### config.mk
export PLATFORM = sky130hd
export DESIGN_NAME = fetx_coder
export DESIGN_NICKNAME = d
export VERILOG_FILES = /design/src/rtl/fetx_coder.sv
export SDC_FILE = /design/constraint.sdc
export NUM_CORES = 1
export LEC_CHECK = 0
export CAP_MARGIN = 20
export CORE_AREA = 3 3 52 54
export CTS_BUF_LIST = sky130_fd_sc_hd__clkbuf_8 sky130_fd_sc_hd__clkbuf_16
export DETAILED_ROUTE_END_ITERATION = 6
export DIE_AREA = 0 0 55 57
export GPL_TIMING_DRIVEN = 0
export PLACE_DENSITY = 0.74
export SLEW_MARGIN = 5
export SYNTH_ARGS = -nofsm -noshare
export SYNTH_HDL_FRONTEND = slang
export SYNTH_SLANG_ARGS = --single-unit
### constraint.sdc
create_clock -name clk -period 1.9 [get_ports clk]
set_input_delay 0.57 -clock clk [delete_from_list [all_inputs] [get_ports clk]]
set_output_delay 0.57 -clock clk [all_outputs]
set_load 0.01 [all_outputs]
### src/rtl/fetx_coder.sv
module fetx_coder #(
  parameter logic [10:0] SEED = 11'h7FF
) (
  input  logic              clk,
  input  logic              rst_n,
  input  logic              rmii_mode,
  input  logic              tx_en,
  input  logic [3:0]        txd,
  output logic              smp,
  output logic              nrzi_o,
  output logic signed [1:0] line
);
  localparam logic [4:0] CG_IDLE = 5'b11111;
  localparam logic [4:0] CG_J    = 5'b11000;
  localparam logic [4:0] CG_K    = 5'b10001;
  localparam logic [4:0] CG_T    = 5'b01101;
  localparam logic [4:0] CG_R    = 5'b00111;

  typedef enum logic [1:0] {F_IDLE, F_K, F_DATA, F_R} frm_t;

  logic [2:0]  bc;
  logic [3:0]  nib;
  logic        en_s;
  frm_t        st, st_n;
  logic [4:0]  sh, nxt;
  logic [10:0] lf;
  logic [1:0]  lvl;
  logic        key, sbit, last;

  function automatic logic [4:0] enc(input logic [3:0] n);
    case (n)
      4'h0: enc = 5'b11110;  4'h1: enc = 5'b01001;
      4'h2: enc = 5'b10100;  4'h3: enc = 5'b10101;
      4'h4: enc = 5'b01010;  4'h5: enc = 5'b01011;
      4'h6: enc = 5'b01110;  4'h7: enc = 5'b01111;
      4'h8: enc = 5'b10010;  4'h9: enc = 5'b10011;
      4'hA: enc = 5'b10110;  4'hB: enc = 5'b10111;
      4'hC: enc = 5'b11010;  4'hD: enc = 5'b11011;
      4'hE: enc = 5'b11100;  default: enc = 5'b11101;
    endcase
  endfunction

  assign last = (bc == 3'd4);
  assign smp  = (bc == 3'd0) | (rmii_mode & (bc == 3'd3));
  assign key  = lf[10] ^ lf[8];
  assign sbit = sh[0] ^ key;
  assign line = lvl[0] ? (lvl[1] ? 2'sb11 : 2'sb01) : 2'sb00;

  always_comb begin
    st_n = st;
    nxt  = CG_IDLE;
    case (st)
      F_IDLE: if (en_s) begin nxt = CG_J; st_n = F_K; end
      F_K:    begin nxt = CG_K; st_n = F_DATA; end
      F_DATA: if (en_s) nxt = enc(nib);
              else begin nxt = CG_T; st_n = F_R; end
      default: begin nxt = CG_R; st_n = F_IDLE; end
    endcase
  end

  always_ff @(posedge clk) begin
    if (!rst_n) begin
      bc     <= '0;
      nib    <= '0;
      en_s   <= 1'b0;
      st     <= F_IDLE;
      sh     <= CG_IDLE;
      lf     <= SEED;
      nrzi_o <= 1'b0;
      lvl    <= '0;
    end else begin
      bc <= last ? 3'd0 : bc + 3'd1;
      if (bc == 3'd0) begin
        en_s <= tx_en;
        if (rmii_mode) nib[1:0] <= txd[1:0];
        else           nib      <= txd;
      end
      if (rmii_mode && bc == 3'd3) nib[3:2] <= txd[1:0];
      if (last) st <= st_n;
      sh     <= last ? nxt : {1'b0, sh[4:1]};
      lf     <= {lf[9:0], key};
      nrzi_o <= nrzi_o ^ sbit;
      lvl    <= lvl + {1'b0, sbit};
    end
  end
endmodule

Word level (Yosys, flattened, before mapping) --
Memory sizes are Yosys's and may differ from the RTL's. Index checks and enable logic that the tools add are counted. Widths: inputs -> output; s select.
Storage, ports and cells: register bits after elaboration 29, bits in read-only memories 80, bits of input ports 8, logic and storage cells 44, memories kept 1
Operators by class: add/sub/neg operators 2, equal/unequal tests 7, multiplexer cells 12, bitwise gates (word level) 6, reductions and logical operators 7
Memory list:
- (no name shown) | words 16, width 5, read ports 1, clocked after memory_dff 0, write ports 0, line 31 | case (n)
Operator list (count):
- $pmux 5 s3 | 1
- $mux 2 | 6
- $mux 5 | 2
- $pmux 2 s3 | 1
- $mux 4 | 1
- $ne 2x2->1 const B | 2
- $add 3x1->3 const B | 1
- $eq 3x2->1 const B | 1
- $eq 3x3->1 const B | 1
- $logic_not 3->1 | 1
- $mux 3 | 1
- $reduce_and 3->1 | 1
- $xor 1x1->1 | 3
- $add 2x1->2 | 1
- $eq 2x1->1 const B | 1
- $eq 2x2->1 const B | 1
- $logic_not 2->1 | 1
- $ne 2x1->1 const B | 1
- $reduce_and 2->1 | 1
- $reduce_bool 2->1 | 1
- $reduce_or 2->1 | 1
- $and 1x1->1 | 1
- $logic_and 1x1->1 | 1
- $not 1->1 | 1
- $or 1x1->1 | 1

Depth between registers and ports, before layout --
depth after elaboration 4, mapped depth 5, gate-level depth less buffers 5

Worst setup path before layout --
Ideal clock, no wire load.
path type flip-flop to output port, start point register bc[0], end point output smp, arrival time 955 ps, data required time 1330 ps, path slack 375 ps, cell stages (with the launch flop) 5, cell sequence dfxtp_1 inv_1 ha_1 nor2b_2 a21o_1
On the way: longest elaborated chain between the ends 3
RTL lines:
- start: declaration | line 21 | logic [2:0] bc;
- start signal: assignment | line 72 | bc <= last ? 3'd0 : bc + 3'd1;
- $eq 3x2->1 | line 44 | assign smp = (bc == 3'd0) | (rmii_mode & (bc == 3'd3));
- $and 1x1->1 | line 44
- $or 1x1->1 * | line 44
- end: declaration | line 9 | output logic smp,
Mark *: on every way between the ends. The rest lies on a longest branch, timed or not.

Worst setup path in the final report --
Ends and elaborated chain as after synthesis.

==> results.py <==
metrics = {
    "clock_tree": {
        "cts-root-buf": "clkbuf_8",
        "cts_buffer_depth": 2,
        "cts_max_level": 2,
        "cts_buffers": 5,
        "path_clk_slew_ns": 0.06,
        "cts_sinks": 29,
        "clock_latency_ns": 0.26,
        "cts_tree": "built",
    },
    "routing": {
        "drt-initial-drc-count": 15,
        "drcViolationCount": 0,
        "ant_nets": 0,
        "viasPerCell": 5.09,
        "drt-total-wl_um": 1990,
        "first_pass_iters": 4,
        "vias": 840,
        "wire_per_inst_um": 12.0,
    },
    "timing": {
        "max_freq_mhz": 542,
        "period_minus_slack_ns": 1.85,
        "setup_viol": 0,
        "hold_violations": 0,
        "post-route-period-util": 0.972,
        "fin_skew_ns": 0.00406,
        "tightestPinTransition_ns": 0.387,
        "tns_ns": 0,
        "slew_violations": 0,
        "rsz0062_at_grt": "no",
        "slew_headroom": 0.742,
    },
    "critical_path": {
        "criticalPathCategory": "reg -> out",
        "crit_fanout": 3,
        "cp-start-kind": "register",
        "arrival_ns": 1.28,
        "required_ns": 1.33,
        "end_kind": "output pin",
    },
    "die": {
        "die_w_um": 55,
        "num_io_pins": 12,
        "rows": 17,
        "die-height_um": 57,
        "core_area_um2": 2250,
        "start_util": 0.542,
        "die_area_um2": 3140,
    },
    "placement": {
        "dpl_cell_area_um2": 1370,
        "dp_hpwl_um": 1460,
        "placedCellCount": 155,
        "port-buffer-count": 11,
        "place_congestion": 0.766,
    },
    "power_and_ir_drop": {
        "power_mw": 1.31,
        "peakVddDrop_mv": 0.716,
        "leakagePower_nw": 0.590,
        "power_density_nw_per_um2": 891,
    },
    "global_routing": {
        "overflow": 0,
        "grt.total_usage": 0.147,
        "grt_max_degree": 11,
        "antenna_found_initial": 0,
        "first_global_vias": 819,
        "grt_pass1_wl_um": 3350,
    },
    "final_layout": {
        "drive_gt1_frac": 0.153,
        "finalNonFillerCells": 165,
        "nets": 152,
        "design_area_um2": 1470,
        "final_cell_mix": "27 x dfxtp_1, 12 x nand2b_1, 9 x clkdlybuf4s50_1, 6 x inv_1, 6 x ha_1",
        "layout_commonest_cell": "dfxtp_1",
        "area_growth_pct": 20.4,
        "diodes": 0,
    },
    "synth": {
        "netlist.area_leader.share": 0.475,
        "synth.distinct_cells": 36,
        "yosysTopAreaCell": "dfxtp_1",
        "ys_seq_area_frac": 0.475,
        "syn-cell-area_um2": 1220,
        "syn-instance-count": 116,
        "ys_warn_count": 0,
        "syn-num-nets": 132,
        "ys_seq_elements": 29,
        "synth_area_leaders": "dfxtp_1 47%, ha_1 8.2%, nand2b_1 6.1%, mux2i_1 3.3%, and2_1 2.6%",
        "synth.avg_cell_area_um2": 10.5,
    },
    "run_status": {
        "status": "finished clean",
    },
    "run": {
        "drv_cap": 0,
    },
    "worst_hold_path": {
        "hold_path_class": "reg -> reg",
    },
}
[timing repair]
action,4_1_cts,5_1_grt
hold buffers,0,0
setup endpoints to repair,1,0
gates resized for setup,10,0
setup buffers,2,0
[area by class of cell]
type / count / area (um2)
well taps: 28 / 35.0
flip-flops and latches: 29 / 583
fillers: 181 / 783
clock inverters: 3 / 13.8
repair buffers: 13 / 119
clock buffers: 5 / 68.8
multi-input cells: 79 / 617
inverters: 5 / 18.8
plain buffers: 3 / 16.3
[metal layers]
| layer | global-route usage | up-vias | share of wire |
|---|---|---|---|
| met2 | 0.226 | 12 | 0.44 |
| met5 | 0 | - | 0 |
| met1 | 0.188 | 387 | 0.51 |
| li1 | - | 439 | - |
| met4 | 0.0486 | 0 | 0.0060 |
| met3 | 0.0522 | 2 | 0.039 |
[report_power, final]
part	internal [mW]	switching (mW)
logic	0.104	0.0745
clock network	0.247	0.208
registers	0.647	0.0301
total	0.998	0.312
[registers in the layout (all words and copies together) (netlist names)]
name	cells
lvl	2
nrzi_o	1
st	2
nib	4
lf	11
en_s	1
bc	3
sh	5
[Yosys cell counts (all sizes together)]
cell type  instances
clkbuf             1
nor2               5
nor3               4
dfxtp             29
or3b               1
nor2b              6
and2               5
nand3              3
o311ai             1
o21ai              1
o21a               2
buf                2
a2bb2oi            3
nor4b              2
a32oi              2
ha                 8
o41ai              2
inv                5
xor2               1
xnor2              2
o31a               1
and3               1
xnor3              1
nand2              6
a21boi             3
a21o               1
mux2i              4
a21oi              1
nand2b            12
nor3b              1
[worst paths after layout]
kind / from / depth (start not counted) / endpoint / slack [ns]
hold / removal: lf[6] / 1 / lf[7] / 0.41
hold reg to reg: lf[6] / 1 / lf[7] / 0.41
setup reg to reg: st[0] / 5 / sh[1] / 0.40
setup / recovery: bc[0] / 4 / smp / 0.05
[through the flow]
step / hold slack (ns) / setup WS, ns / util
2_1_floorplan: 0.386 / 0.375 / -
3_5_place_dp: 0.391 / -0.456 / 0.607
6_report: 0.405 / 0.0535 / 0.653
3_3_place_gp: 0.389 / -0.446 / 0.607
5_1_grt: 0.435 / 0.00232 / 0.653
4_1_cts: 0.408 / 0.0472 / 0.653
[worst max-delay path, cell delays in order (launching register included)]
cell     delay (ns)
dfxtp_2        0.33
ha_1           0.20
ha_2           0.19
a21o_1         0.17
buf_2          0.13
[cells by family after synthesis]
family	after synthesis	synth area share
fa+ha+maj	8	0.0819
mux	4	0.0328
compound gates	17	0.110
simple gates	46	0.226
flops	29	0.475
buf+inv	8	0.0287
xor+xnor	4	0.0461
No activity file was read; power rests on OpenSTA's default activity.
